--- config.mk ---
export PLATFORM = sky130hd
export DESIGN_NAME = ppwin_decoder
export DESIGN_NICKNAME = d
export VERILOG_FILES = /design/src/rtl/ppwin_pkg.sv /design/src/rtl/ppwin_region_decode.sv /design/src/rtl/ppwin_scu_regs.sv /design/src/rtl/ppwin_rsp_stage.sv /design/src/rtl/ppwin_decoder.sv
export SDC_FILE = /design/constraint.sdc
export NUM_CORES = 1
export LEC_CHECK = 0
export ABC_AREA = 1
export BUFFER_PORTS_ARGS = -buffer_cell sky130_fd_sc_hd__buf_2
export CAP_MARGIN = 10
export CORE_AREA = 2 2 87 89
export CTS_CLUSTER_SIZE = 12
export DETAILED_ROUTE_END_ITERATION = 10
export DIE_AREA = 0 0 89 91
export PLACE_DENSITY = 0.69
export SKIP_LAST_GASP = 1
export SLEW_MARGIN = 20
export SYNTH_ARGS = -nofsm -noshare
export SYNTH_HDL_FRONTEND = slang
export SYNTH_SLANG_ARGS = --single-unit
--- constraint.sdc ---
create_clock -name clk -period 3.2 [get_ports clk]
set_input_delay 0.64 -clock clk [delete_from_list [all_inputs] [get_ports clk]]
set_output_delay 0.64 -clock clk [all_outputs]
set_load 0.005 [all_outputs]
--- src/rtl/ppwin_pkg.sv ---
package ppwin_pkg;

   localparam int MAX_CORES  = 4;
   localparam int CORE_IDX_W = 2;
   localparam int LOC_W      = 8;
   localparam int WIN_W      = 12;

   typedef enum logic [1:0] {
      TGT_NONE = 2'd0,
      TGT_SCU  = 2'd1,
      TGT_IFC  = 2'd2,
      TGT_TMR  = 2'd3
   } tgt_e;

   typedef struct packed {
      tgt_e                  tgt;
      logic [CORE_IDX_W-1:0] core;
      logic                  wdog;
      logic [LOC_W-1:0]      loc;
      logic                  bad_rd;
      logic                  bad_wr;
   } dec_t;

endpackage

--- src/rtl/ppwin_region_decode.sv ---
module ppwin_region_decode
   import ppwin_pkg::*;
#(
   parameter int N_CORES = 4,
   parameter int ADDR_W  = 32
) (
   input  logic [ADDR_W-1:0]     addr,
   input  logic [CORE_IDX_W-1:0] core_id,
   output dec_t                  dec
);

   localparam logic [3:0] PG_SELF_IFC  = 4'd1;
   localparam logic [3:0] PG_LAST_IFC  = 4'd5;
   localparam logic [3:0] PG_SELF_TMR  = 4'd6;
   localparam logic [3:0] PG_LAST_TMR  = 4'd10;
   localparam logic [3:0] IFC_BASE_PG  = 4'd2;
   localparam logic [3:0] TMR_BASE_PG  = 4'd7;

   logic [WIN_W-1:0]      win;
   logic [3:0]            page;
   logic [3:0]            ifc_rel;
   logic [3:0]            tmr_rel;
   logic [CORE_IDX_W-1:0] core_pick;
   logic                  core_bad;

   assign win     = addr[WIN_W-1:0];
   assign page    = win[WIN_W-1:8];
   assign ifc_rel = page - IFC_BASE_PG;
   assign tmr_rel = page - TMR_BASE_PG;

   always_comb begin
      if (page == PG_SELF_IFC || page == PG_SELF_TMR) begin
         core_pick = core_id;
      end else if (page <= PG_LAST_IFC) begin
         core_pick = ifc_rel[CORE_IDX_W-1:0];
      end else begin
         core_pick = tmr_rel[CORE_IDX_W-1:0];
      end
   end

   generate
      if (N_CORES == MAX_CORES) begin : g_full
         assign core_bad = 1'b0;
      end else begin : g_partial
         assign core_bad = (32'(core_pick) >= N_CORES);
      end
   endgenerate

   always_comb begin
      dec        = '0;
      dec.loc    = win[LOC_W-1:0];
      dec.wdog   = win[5];
      dec.core   = core_pick;
      if (page == 4'd0) begin
         dec.tgt    = TGT_SCU;
         dec.bad_rd = !(win[7:0] inside {8'h00, 8'h04, 8'h08, 8'h0C});
         dec.bad_wr = !(win[7:0] inside {8'h00, 8'h0C});
      end else if (page <= PG_LAST_IFC) begin
         dec.tgt    = TGT_IFC;
         dec.bad_rd = core_bad;
         dec.bad_wr = core_bad;
      end else if (page <= PG_LAST_TMR) begin
         dec.tgt    = TGT_TMR;
         dec.bad_rd = core_bad;
         dec.bad_wr = core_bad;
      end else begin
         dec.tgt    = TGT_NONE;
         dec.bad_rd = 1'b1;
         dec.bad_wr = 1'b0;
      end
   end

endmodule

--- src/rtl/ppwin_scu_regs.sv ---
module ppwin_scu_regs
   import ppwin_pkg::*;
#(
   parameter int              DATA_W   = 32,
   parameter logic [DATA_W-1:0] CFG_WORD = 32'h0000_00F3
) (
   input  logic              clk,
   input  logic              rst_n,
   input  logic              wr_en,
   input  logic              rd_en,
   input  logic [LOC_W-1:0]  loc,
   input  logic [DATA_W-1:0] wdata,
   output logic [DATA_W-1:0] rdata
);

   logic ctl_q;

   always_ff @(posedge clk or negedge rst_n) begin
      if (!rst_n) begin
         ctl_q <= 1'b0;
      end else if (wr_en && loc == 8'h00) begin
         ctl_q <= wdata[0];
      end
   end

   always_comb begin
      rdata = '0;
      if (rd_en) begin
         unique case (loc)
            8'h00:   rdata = {{(DATA_W-1){1'b0}}, ctl_q};
            8'h04:   rdata = CFG_WORD;
            default: rdata = '0;
         endcase
      end
   end

endmodule

--- src/rtl/ppwin_rsp_stage.sv ---
module ppwin_rsp_stage #(
   parameter int DATA_W = 32
) (
   input  logic              clk,
   input  logic              rst_n,
   input  logic              acc,
   input  logic              rd,
   input  logic              err,
   input  logic [DATA_W-1:0] rdata_in,
   output logic              valid_q,
   output logic              err_q,
   output logic [DATA_W-1:0] rdata_q
);

   always_ff @(posedge clk or negedge rst_n) begin
      if (!rst_n) begin
         valid_q <= 1'b0;
         err_q   <= 1'b0;
         rdata_q <= '0;
      end else begin
         valid_q <= acc;
         err_q   <= acc & err;
         rdata_q <= (acc && rd && !err) ? rdata_in : '0;
      end
   end

endmodule

--- src/rtl/ppwin_decoder.sv ---
module ppwin_decoder
   import ppwin_pkg::*;
#(
   parameter int                N_CORES  = 4,
   parameter int                ADDR_W   = 32,
   parameter int                DATA_W   = 32,
   parameter logic [DATA_W-1:0] CFG_WORD = 32'h0000_00F3
) (
   input  logic              clk,
   input  logic              rst_n,
   input  logic [ADDR_W-1:0] req_addr,
   input  logic [1:0]        req_core,
   input  logic              req_rd,
   input  logic              req_wr,
   input  logic [DATA_W-1:0] req_wdata,
   output logic [DATA_W-1:0] dn_wdata,
   output logic              ifc_rd,
   output logic              ifc_wr,
   output logic [1:0]        ifc_core,
   output logic [7:0]        ifc_off,
   input  logic [DATA_W-1:0] ifc_rdata,
   output logic              tmr_rd,
   output logic              tmr_wr,
   output logic [2:0]        tmr_idx,
   output logic [3:0]        tmr_off,
   input  logic [DATA_W-1:0] tmr_rdata,
   output logic              rsp_valid,
   output logic              rsp_err,
   output logic [DATA_W-1:0] rsp_rdata
);

   generate
      if (N_CORES < 1 || N_CORES > MAX_CORES) begin : g_bad_cores
         $error("ppwin_decoder: N_CORES must be 1..4");
      end
      if (ADDR_W < WIN_W) begin : g_bad_addr
         $error("ppwin_decoder: ADDR_W must cover the 12-bit window");
      end
      if (DATA_W < 8) begin : g_bad_data
         $error("ppwin_decoder: DATA_W must hold the configuration byte");
      end
   endgenerate

   dec_t              dec;
   logic              acc_rd;
   logic              acc_wr;
   logic              acc;
   logic              acc_err;
   logic              go;
   logic [DATA_W-1:0] scu_rdata;
   logic [DATA_W-1:0] sel_rdata;

   ppwin_region_decode #(
      .N_CORES (N_CORES),
      .ADDR_W  (ADDR_W)
   ) u_dec (
      .addr    (req_addr),
      .core_id (req_core),
      .dec     (dec)
   );

   // Read wins when both strobes are raised.
   assign acc_rd  = req_rd;
   assign acc_wr  = req_wr & ~req_rd;
   assign acc     = acc_rd | acc_wr;
   assign acc_err = (acc_rd & dec.bad_rd) | (acc_wr & dec.bad_wr);
   assign go      = acc & ~acc_err;

   ppwin_scu_regs #(
      .DATA_W   (DATA_W),
      .CFG_WORD (CFG_WORD)
   ) u_scu (
      .clk   (clk),
      .rst_n (rst_n),
      .wr_en (go & acc_wr & (dec.tgt == TGT_SCU)),
      .rd_en (go & acc_rd & (dec.tgt == TGT_SCU)),
      .loc   (dec.loc),
      .wdata (req_wdata),
      .rdata (scu_rdata)
   );

   assign ifc_rd   = go & acc_rd & (dec.tgt == TGT_IFC);
   assign ifc_wr   = go & acc_wr & (dec.tgt == TGT_IFC);
   assign ifc_core = dec.core;
   assign ifc_off  = dec.loc;

   assign tmr_rd   = go & acc_rd & (dec.tgt == TGT_TMR);
   assign tmr_wr   = go & acc_wr & (dec.tgt == TGT_TMR);
   assign tmr_idx  = {dec.core, dec.wdog};
   assign tmr_off  = dec.loc[3:0];

   assign dn_wdata = req_wdata;

   always_comb begin
      unique case (dec.tgt)
         TGT_SCU: sel_rdata = scu_rdata;
         TGT_IFC: sel_rdata = ifc_rdata;
         TGT_TMR: sel_rdata = tmr_rdata;
         default: sel_rdata = '0;
      endcase
   end

   ppwin_rsp_stage #(
      .DATA_W (DATA_W)
   ) u_rsp (
      .clk      (clk),
      .rst_n    (rst_n),
      .acc      (acc),
      .rd       (acc_rd),
      .err      (acc_err),
      .rdata_in (sel_rdata),
      .valid_q  (rsp_valid),
      .err_q    (rsp_err),
      .rdata_q  (rsp_rdata)
   );

endmodule

After elaboration in Yosys (flattened, before gate mapping)
Cells that the tools add are included.
- bits in registers: 35
- output and inout port bits: 87
- word-level logic and storage cells: 56
- $add $sub $neg: 2
- $lt $le $gt $ge: 2
- equal/unequal tests: 8
- mux-type cells: 12
- bitwise operators: 17
- reduce and logical (&&, ||, !) cells: 11
- operators with widths (operator ; number):
    one-hot mux 32 bit (3 select lines) ; 1
    2-to-1 mux 32 bit ; 2
    == test 8 x 4 -> 1 bit, second input constant ; 2
    2-to-1 mux 2 bit ; 8
    one-hot mux 8 bit (2 select lines) ; 1
    bitwise AND 1 bit ; 13
    == test 8 x 3 -> 1 bit, second input constant ; 1
    logical NOT 8 bit ; 1
    == test 2 bit, second input constant ; 2
    == test 4 x 1 -> 1 bit, second input constant ; 1
    == test 4 x 3 -> 1 bit, second input constant ; 1
    <= comparator 4 x 3 -> 1 bit, second input constant ; 1
    <= comparator 4 bit, second input constant ; 1
    logical NOT 4 bit ; 1
    nonzero test 4 bit ; 1
    subtractor 2 bit, second input constant ; 2
    logical AND 1 bit ; 3
    logical NOT 1 bit ; 3
    == test 2 x 1 -> 1 bit, second input constant ; 1
    inverter 1 bit ; 2
    OR 1 bit ; 2
    nonzero test 2 bit ; 1
    logical OR 1 bit ; 1

Logic depth before layout (Yosys ltp)
Gate-level depths: netlist of the first run.
- depth after elaboration: 13
- mapped depth: 12
- mapped depth without buffers: 12

Hierarchy
A second synthesis of the first run with hierarchy kept.
- cells, all modules: 406
- area, all modules: 2896.5 µm²
- by module, submodules not included (module ; instances ; cells an instance ; area an instance (µm²) ; sequential area each (µm²)):
    ppwin_rsp_stage ; 1 ; 105 ; 1228.7 ; 850.8
    ppwin_decoder ; 1 ; 195 ; 1039.7 ; 0.0
    ppwin_scu_regs ; 1 ; 49 ; 329.1 ; 25.0
    ppwin_region_decode ; 1 ; 57 ; 299.0 ; 0.0

Least setup slack after synthesis of the first run
No wires, ideal clock.
- kind: in2out
- from: input req_addr[9]
- to: output tmr_idx[1]
- arrival time: 1.610 ns
- required time: 2.560 ns
- setup slack: 0.950 ns
- cell stages on the path: 9
- path buffers: 1
- cells stage by stage: inv_1 -> ha_1 -> inv_1 -> a21oi_1 -> o21a_1 -> inv_1 -> o21ai_0 -> o21ai_0 -> buf_4
- word-level cells in the longest chain between the ends: 3
- elaborated cells on any way between the ends: 6
- RTL lines (item ; line ; RTL):
    from (decl) ; ppwin_decoder.sv:11 ; input logic [ADDR_W-1:0] req_addr,
    <= comparator 4 x 3 -> 1 bit, or another cell as far along ; ppwin_region_decode.sv:34 ; end else if (page <= PG_LAST_IFC) begin
    2-to-1 mux 2 bit or logical OR 1 bit (tied branches) ; ppwin_region_decode.sv:34, ppwin_region_decode.sv:32 ;
    2-to-1 mux 2 bit (*) ; ppwin_region_decode.sv:32 ; if (page == PG_SELF_IFC || page == PG_SELF_TMR) begin
    to (decl) ; ppwin_decoder.sv:24 ; output logic [2:0] tmr_idx,
Mark *: on every way between the ends. The rest lies on a longest branch, timed or not.

Worst setup path after layout of the first run
- from: input req_addr[8]
- to: output ifc_rd
- word-level cells in the longest chain between the ends: 10
- elaborated cells on any way between the ends: 17
- RTL lines (item ; line ; RTL):
    <= comparator 4 bit ; ppwin_region_decode.sv:62 ; end else if (page <= PG_LAST_TMR) begin
    2-to-1 mux 2 bit ; ppwin_region_decode.sv:62 ;
    2-to-1 mux 2 bit ; ppwin_region_decode.sv:58 ; end else if (page <= PG_LAST_IFC) begin
    2-to-1 mux 2 bit ; ppwin_region_decode.sv:54 ; if (page == 4'd0) begin
    bitwise AND 1 bit ; ppwin_decoder.sv:66 ; assign acc_err = (acc_rd & dec.bad_rd) | (acc_wr & dec.bad_wr);
    OR 1 bit ; ppwin_decoder.sv:66 ;
    inverter 1 bit ; ppwin_decoder.sv:67 ; assign go = acc & ~acc_err;
    bitwise AND 1 bit ; ppwin_decoder.sv:67 ;
    bitwise AND 1 bit ; ppwin_decoder.sv:82 ; assign ifc_rd = go & acc_rd & (dec.tgt == TGT_IFC);
    bitwise AND 1 bit (*) ; ppwin_decoder.sv:82 ;
    to (decl) ; ppwin_decoder.sv:17 ; output logic ifc_rd,
Marks and branches as above.

==> out/results.tsv, run 1 <==
metric	value	unit
hold_violations	0	
clkSlewWorstSetupHoldPaths	0.07	ns
regArea	876	um2
clkLatencyLatePin	0.28	ns
rows	31	
yosysSeqAreaShare	42.3	%
yosysUniqueCellTypes	23	
synth_top_area_share	42.3	%
outcome	complete, no violations	
grt_max_degree	36	
crit_arrival	2.09	ns
post_cts_resized	0	
cts_tree	built	
vias_per_cell	4.37	
grt_util_met3	2.64	%
synth_area_leaders	dfrtp_1 (42%), buf_4 (17%), nand2_1 (15%)	
cp-end-kind	primary output	
grt_pass1_vias	1879	
busiest_layer	met2	
gp_congestion	0.816	
rr_endpoint	u_rsp.rdata_q[0]	
synth_edf_count	0	
drc	0	
worstReg2RegStart	u_scu.ctl_q	
die_y	91	um
synth_flop_cell	dfrtp_1	
postCtsSetupBuffers	0	
multiInputGateArea	709	um2
place_area	2480	um2
yosysWarnings	0	
fillers	785	
routed_wl	5900	um
use_met2	25.7	%
reg2reg_depth	2	
core	7140	um2
drive_gt1_share	44.8	%
start_kind	input pin	
r2r_slack	2.51	ns
syn_nets	398	
synth.largest_area_cell	dfrtp_1	
diodes	0	
track_usage	13.8	%
fp.dieW	89	um
clock.fmax	0.366	GHz
relSlewSlack	49.0	%
dp_hpwl	4700	um
hold_path.class	input pin to asynchronous set/reset pin	
critPathMaxFanout	18	
period_minus_slack	2.73	ns
synthCells	261	
root_buffer	clkbuf_8	
finalCoreUtilization	36.4	%
finalSetupViolCount	0	
wire_per_inst	13.1	um
h-tree-depth	2	
start_util	29.0	%
fin_worst_hold_slack	0.426	ns
async_flop_share	100	%
syn_area_per_cell	7.93	um2
use_met1	13.4	%
final_area	2590	um2
cp.required	2.56	ns
cap_violations	0	
holdBufCountCts	0	
area_growth	25.4	%
timing_worst_setup_path_type	input pin to primary output	
clockBufferDepth	2	
finalSetupTns	0	ns
finalMaxSlewViolations	0	
ant_nets	0	
first_iter_violations	49	
ys_top_cells_by_count	nand2_1 (82), buf_4 (47), dfrtp_1 (35)	
grt_pass1_wl	8610	um
dieArea	8100	um2
max-vdd-ir-drop	0.141	mV
rsz0062_at_grt	false	
power.leakage	1.48	nW
synth.most_common_cell	nand2_1	
syn_area	2070	um2
io_pins	221	
synth-seq-cells	35	
fin_crit_sh	85.4	%
portBuffers	138	
numCtsBuffers	5	
grt_overflow	0	
vias	1974	
layout.nets	489	
powerDensity	412	nW/um2
cts_num_sinks	35	
worst_pin_slew	0.766	ns
firstDrtPassIters	4	
antenna_found_initial	0	
fin_skew	0.0000495	ns
how the worst max path moves through the flow:
stage,from,depth (start not counted),endpoint
after floorplan,req_addr[9],9,tmr_idx[1]
after global placement,req_addr[8],10,tmr_rd
after detailed placement,req_addr[9],10,ifc_rd
after CTS,req_addr[9],10,ifc_rd
after global routing,req_addr[8],10,ifc_rd
final,req_addr[8],10,ifc_rd
state kept, by name (all words and copies together), names as in the netlist:
| signal | flops |
|---|---|
| u_rsp.err_q | 1 |
| u_scu.ctl_q | 1 |
| u_rsp.rdata_q | 32 |
| u_rsp.valid_q | 1 |
where the power goes:
group	internal, mW	total, mW	switching (mW)
Combinational	0.0916	0.210	0.118
Clock	0.232	0.389	0.158
Sequential	0.464	0.469	0.00522
Total	0.787	1.07	0.281
cells in the final DEF (no fill, tap or decap):
master / instances
nor2_2: 1
nor2_1: 12
nor3_1: 1
clkbuf_8: 5
inv_2: 3
clkinv_2: 1
or2_4: 1
buf_4: 2
inv_1: 15
nand3_1: 5
clkinv_4: 1
nand4_1: 2
o21a_1: 1
o21ai_0: 5
nand3_4: 1
dfrtp_1: 35
or2_2: 1
ha_1: 3
a31oi_1: 6
a21oi_1: 28
bufinv_16: 1
nand3_2: 1
nand2_2: 1
nand2_1: 82
buf_2: 138
nor2_4: 1
layout make-up:
cell class                      count  share of cell area [%]
Sequential cell                    35                    33.8
Multi-Input combinational cell    152                    27.3
Timing Repair Buffer              140                    27.2
Tap cell                           99                    4.77
Clock buffer                        5                    2.65
Inverter                           18                    2.60
Clock inverter                      3                    1.69
cells by family after synthesis:
group	count (synthesis)	share of synthesized area (%)
simple gates	109	22.3
flops	35	42.3
fa+ha+maj	3	1.81
buf+inv	74	23.4
compound gates	40	10.2
layer usage:
metal  vias up  wire length, um
li1        954                -
met1       889             2140
met2       104             3020
met3        27              509
met4         0              242
met5         -                0
critical path: stages:
cell	delay, ns
buf_2	0.12
inv_1	0.09
ha_1	0.19
nand3_1	0.14
inv_1	0.15
nand2_1	0.10
nand2_2	0.09
nand3_4	0.20
nor2_1	0.23
buf_2	0.15
through the flow:
step                      power [mW]  setup WS (ns)  std cells
after floorplan                0.620          0.950        261
after global placement         0.686          0.532        444
after detailed placement       0.692          0.445        444
after CTS                       1.09          0.448        452
after global routing            1.14          0.245        452
final                           1.07          0.466        452
Note: power is estimated with default switching activity, not from simulation.
==> run 2, diff against run 1 <==
--- a/config.mk
+++ b/config.mk
@@ -8,11 +8,11 @@
 export ABC_AREA = 1
 export BUFFER_PORTS_ARGS = -buffer_cell sky130_fd_sc_hd__buf_2
 export CAP_MARGIN = 10
-export CORE_AREA = 2 2 87 89
+export CORE_AREA = 2 2 86 88
 export CTS_CLUSTER_SIZE = 12
 export DETAILED_ROUTE_END_ITERATION = 10
-export DIE_AREA = 0 0 89 91
-export PLACE_DENSITY = 0.69
+export DIE_AREA = 0 0 88 90
+export PLACE_DENSITY = 0.73
 export SKIP_LAST_GASP = 1
 export SLEW_MARGIN = 20
 export SYNTH_ARGS = -nofsm -noshare
==> constraint.sdc (replaced) <==
create_clock -name clk -period 2.49 [get_ports clk]
set_input_delay 0.498 -clock clk [delete_from_list [all_inputs] [get_ports clk]]
set_output_delay 0.498 -clock clk [all_outputs]
set_load 0.005 [all_outputs]
==> run 2 against run 1 <==
Worst setup slack lost 0.33 ns. Sequential power rose by 28%. Die area decreased by 2.2%. Critical endpoint is now tmr_rd. Largest power group unchanged.
==> out/results.tsv, run 2 (synthesized netlist as in run 1, its figures left out) <==
metric	value	unit	change
outcome	complete, no violations		
critPathTopFamily	simple AND/OR/NAND/NOR gates		
critPathMaxFanout	6		-12
portBuffers	138		unchanged
cts_tree	built		
firstDrtPassIters	4		unchanged
grt_util_met3	2.57	%	-0.065 points
first_iter_violations	74		+51%
diodes	0		unchanged
numCtsBuffers	5		unchanged
p_sw_share	26.5	%	+0.17 points
clkSlewWorstSetupHoldPaths	0.08	ns	about the same
core	7020	um2	-1.6%
fin_skew	0.0000715	ns	+0.0000220 ns
use_met1	15.0	%	+1.6 points
routed_wl	5780	um	-2.1%
largest_reg_flops	32		unchanged
cp.required	1.99	ns	-0.57 ns
hold_path.class	input pin to asynchronous set/reset pin		
drive_gt1_share	44.9	%	+0.16 points
regArea	876	um2	unchanged
cpMaxStageDelayCell	ha_1		
vias_per_cell	4.33		-0.83%
cts_num_sinks	35		unchanged
worst_pin_slew	0.801	ns	+0.0356 ns
netSwitchingPower	0.365	mW	+30%
rsz0062_at_grt	false		
period_minus_slack	2.35	ns	
track_usage	13.9	%	+0.081 points
pwr-share-comb	19.6	%	about the same
grt_pass1_wl	8590	um	-0.24%
wire_per_inst	12.8	um	-2.3%
power_frac_seq	43.7	%	-0.2 points
cp-end-kind	primary output		
pwr-share-clk	36.6	%	about the same
post_cts_resized	0		unchanged
rows	31		unchanged
final_cell_mix	buf_2 (138), nand2_1 (82), dfrtp_1 (35)		
dieArea	7920	um2	-2.2%
ant_nets	0		unchanged
cp_cell_sequence	buf_2 -> inv_1 -> ha_1 -> nand3_1 -> inv_1 -> nand2_1 -> nand2_2 -> nand3_4 -> nor2_1 -> buf_2		
layout.nets	490		+0.20%
fin_crit_sh	94.5	%	
finalMaxSlewViolations	0		unchanged
cap_violations	0		unchanged
postCtsSetupBuffers	0		unchanged
powerDensity	529	nW/um2	+29%
use_met2	23.8	%	-1.9 points
gp_congestion	0.780		-4.5%
start_kind	input pin		
area_growth	25.8	%	
h-tree-depth	2		unchanged
max_stage_delay	0.20	ns	-0.03 ns
antenna_found_initial	0		unchanged
holdBufCountCts	0		unchanged
clock.fmax	0.425	GHz	
fillers	744		-5.2%
busiest_layer	met2		
finalSetupTns	0	ns	unchanged
fin_worst_hold_slack	0.303	ns	-0.124 ns
dp.cells	445		+0.23%
root_buffer	clkbuf_8		
hold_violations	0		unchanged
regMostFlops	u_rsp.rdata_q		
grt_overflow	0		unchanged
start_util	29.5	%	+0.48 points
finalSetupViolCount	0		unchanged
place_area	2490	um2	+0.30%
crit_buf_inv	4		unchanged
mostFrequentLayoutCell	buf_2		
clkLatencyLatePin	0.27	ns	about the same
dp_hpwl	4600	um	-2.2%
r2r_slack	1.83	ns	-0.68 ns
power.total	1.38	mW	+29%
grt_max_degree	36		unchanged
drc	0		unchanged
die_y	90	um	-1.1%
crit_arrival	1.86	ns	-0.23 ns
grt_pass1_vias	1866		-0.69%
multiInputGateArea	709	um2	unchanged
max-vdd-ir-drop	0.197	mV	+40%
clockBufferDepth	2		unchanged
final_area	2600	um2	+0.29%
timing_worst_setup_path_type	input pin to primary output		
vias	1962		-0.61%
stdcell_count	453		+0.22%
relSlewSlack	46.6	%	-2.4 points
p_int	1.01	mW	+29%
fp.dieW	88	um	-1.1%
io_pins	221		unchanged
power.leakage	1.49	nW	+0.31%
-- run 2: changes by cell type in the layout (fill, tap and decap cells not counted), sizes merged --
cell,before,now
buf,140,141
-- run 2: layout make-up --
type                    instances  share of cell area [%]
multi-input cells             152                    27.3
well taps                      99                    4.76
clock buffers                   5                    2.64
repair buffers                141                    27.4
inverters                      18                    2.60
flip-flops and latches         35                    33.7
clock inverters                 3                    1.68
-- run 2: final timing paths --
kind                                      to         start  cells after the start
max                                   tmr_rd   req_addr[8]                     10
min                        u_rsp.rdata_q[15]         rst_n                      1
max reg2reg                 u_rsp.rdata_q[0]   u_scu.ctl_q                      2
min reg2reg                      u_scu.ctl_q   u_scu.ctl_q                      2
max in group asynchronous   u_rsp.rdata_q[6]         rst_n                      1
min in group clk                 u_scu.ctl_q  req_wdata[0]                      3
-- run 2: power groups by stage --
stage	sequential, mW	combinational (mW)	clock (mW)
floorplan	0.619	0.178	0
global placement	0.613	0.269	0
detailed placement	0.614	0.274	0
CTS	0.602	0.275	0.527
global route	0.605	0.307	0.553
finish	0.602	0.270	0.505
-- run 2: metal layers --
metal  part of all wire, %  vias to the layer above
li1                      -                      955
met1                    37                      861
met2                    49                      106
met3                   8.2                       40
met4                   5.3                        0
met5                     0                        -
-- run 2: through the flow --
step                setup slack, ns  utilization (%)
finish                        0.136             37.1
detailed placement            0.159             35.5
floorplan                     0.524                -
CTS                           0.162             37.1
global route                 0.0102             37.1
global placement              0.228             35.5
==> run 3, diff against run 2 <==
--- a/config.mk
+++ b/config.mk
@@ -8,11 +8,13 @@
 export ABC_AREA = 1
 export BUFFER_PORTS_ARGS = -buffer_cell sky130_fd_sc_hd__buf_2
 export CAP_MARGIN = 10
-export CORE_AREA = 2 2 86 88
-export CTS_CLUSTER_SIZE = 12
+export CELL_PAD_IN_SITES_DETAIL_PLACEMENT = 2
+export CELL_PAD_IN_SITES_GLOBAL_PLACEMENT = 2
+export CORE_MARGIN = 2
+export CORE_UTILIZATION = 14
 export DETAILED_ROUTE_END_ITERATION = 10
-export DIE_AREA = 0 0 88 90
-export PLACE_DENSITY = 0.73
+export HOLD_SLACK_MARGIN = 0.05
+export PLACE_DENSITY_LB_ADDON = 0.1
 export SKIP_LAST_GASP = 1
 export SLEW_MARGIN = 20
 export SYNTH_ARGS = -nofsm -noshare
==> run 3 against run 2 <==
Sequential share of layout area down 2.2 points. Wire length up 37%. Clock-buffer cell count grew 2. Critical endpoint is now ifc_core[0]. Final cell count up 19%. First-iteration DRC count is 65% lower. Register-to-register slack worse by 0.02 ns.
==> out/results.tsv, run 3 (synthesized netlist as in run 1, its figures left out) <==
metric	value	unit	change
holdBufCountCts	0		unchanged
cts_tree	built		
cp-end-kind	primary output		
grt_max_degree	32		-11%
largest_reg_flops	32		unchanged
finalMaxSlewViolations	0		unchanged
finalSetupTns	0	ns	unchanged
clkLatencyLatePin	0.28	ns	about the same
grt_pass1_vias	2256		+21%
start_kind	input pin		
crit_buf_inv	5		+1
critPathMaxFanout	3		-3
hold_path.class	input pin to asynchronous set/reset pin		
grt_overflow	0		unchanged
dp.cells	531		+19%
power.leakage	1.51	nW	+1.7%
regMostFlops	u_rsp.rdata_q		
numCtsBuffers	5		unchanged
cts_num_sinks	35		unchanged
max_stage_delay	0.24	ns	+0.04 ns
fillers	1752		+140%
cp_cell_sequence	buf_2 -> inv_1 -> ha_1 -> inv_1 -> a21oi_1 -> o21a_1 -> inv_1 -> o21ai_0 -> o21ai_0 -> buf_2		
start_util	14.3	%	-15 points
stdcell_count	539		+19%
cp.required	1.99	ns	about the same
grt_pass1_wl	12300	um	+43%
outcome	complete, no violations		
finalSetupViolCount	0		unchanged
clockBufferDepth	2		unchanged
root_buffer	clkbuf_16		
track_usage	10.1	%	-3.8 points
fin_skew	0.000162	ns	+0.0000905 ns
routed_wl	7940	um	+37%
final_area	2780	um2	+6.9%
portBuffers	138		unchanged
final_cell_mix	buf_2 (138), nand2_1 (82), dfrtp_1 (35)		
cpMaxStageDelayCell	o21ai_0		
ant_nets	0		unchanged
powerDensity	562	nW/um2	+6.2%
area_growth	34.4	%	
p_sw_share	26.7	%	+0.20 points
h-tree-depth	2		unchanged
mostFrequentLayoutCell	buf_2		
p_int	1.15	mW	+13%
pwr-share-comb	18.4	%	-1.2 points
antenna_found_initial	0		unchanged
relSlewSlack	74.6	%	+28 points
rsz0062_at_grt	false		
die_y	126	um	+40%
cap_violations	0		unchanged
wire_per_inst	14.7	um	+15%
layout.nets	491		+0.20%
clkSlewWorstSetupHoldPaths	0.06	ns	-0.02 ns
timing_worst_setup_path_type	input pin to primary output		
period_minus_slack	2.23	ns	-0.126 ns
dieArea	15800	um2	+99%
drc	0		unchanged
clock.fmax	0.449	GHz	+5.6%
vias	1997		+1.8%
max-vdd-ir-drop	0.203	mV	+2.9%
first_iter_violations	26		-65%
firstDrtPassIters	4		unchanged
hold_violations	0		unchanged
setup_ws	0.262	ns	+0.126 ns
critPathTopFamily	compound AO/OA/AOI/OAI gates		
io_pins	221		unchanged
core	14500	um2	+110%
crit_arrival	1.73	ns	-0.13 ns
post-place-ws	0.140	ns	-0.0191 ns
fin_worst_hold_slack	0.102	ns	-0.201 ns
dp_hpwl	6180	um	+34%
diodes	0		unchanged
netSwitchingPower	0.417	mW	+14%
crit_top_cell	inv_1		
gp_congestion	0.679		-13%
fin_crit_sh	89.5	%	-5.0 points
pwr-share-clk	43.0	%	+6.4 points
fp.dieW	126	um	+43%
drive_gt1_share	45.9	%	+1.0 points
power_frac_seq	38.6	%	-5.1 points
rows	44		+42%
place_area	2620	um2	+5.1%
vias_per_cell	3.71		-14%
worst_pin_slew	0.380	ns	-0.421 ns
-- run 3: path summary, 6_finish.rpt --
path                          startpoint                 to  slack, ns  cells past startpoint
max in group asynchronous          rst_n  u_rsp.rdata_q[17]       1.73                      2
setup / recovery             req_addr[9]        ifc_core[0]       0.26                     10
min in group clk           tmr_rdata[30]  u_rsp.rdata_q[30]       0.41                      3
hold / removal                     rst_n   u_rsp.rdata_q[2]       0.10                      1
hold reg to reg              u_scu.ctl_q        u_scu.ctl_q       0.51                      2
setup reg to reg             u_scu.ctl_q   u_rsp.rdata_q[0]       1.81                      2
-- run 3: repair_timing --
action / in CTS / in global routing
gates resized for setup: 0 / 3
endpoints found under the setup margin: 0 / 2
setup buffers: 0 / 0
-- run 3: area by class of cell --
cell class | instances | area (um2) | share of cell area, %
Clock buffer | 7 | 153 | 5.49
Clock inverter | 1 | 7.51 | 0.270
Inverter | 18 | 67.6 | 2.43
Multi-Input combinational cell | 152 | 714 | 25.7
Sequential cell | 35 | 876 | 31.5
Tap cell | 184 | 230 | 8.28
Timing Repair Buffer | 142 | 733 | 26.4
-- run 3: routing by layer --
layer | wire, um | global-route usage [%] | up-vias | part of all wire (%)
li1 | - | - | 957 | -
met5 | 0 | 0 | - | 0
met1 | 3380 | 12.0 | 949 | 43
met2 | 3860 | 17.5 | 79 | 49
met3 | 601 | 3.08 | 12 | 7.6
met4 | 96 | 3.14 | 0 | 1.2
-- run 3: power groups by stage --
stage                     combinational, mW  sequential, mW  clock [mW]
final                                 0.288           0.603       0.673
after global routing                  0.332           0.606       0.735
after CTS                             0.302           0.604       0.711
after detailed placement              0.300           0.614           0
after global placement                0.299           0.614           0
after floorplan                       0.178           0.619           0
-- run 3: through the flow --
stage	power (mW)	util [%]
final	1.56	19.2
after global routing	1.67	19.2
after CTS	1.62	19.2
after detailed placement	0.915	18.1
after global placement	0.913	18.1
after floorplan	0.797	-
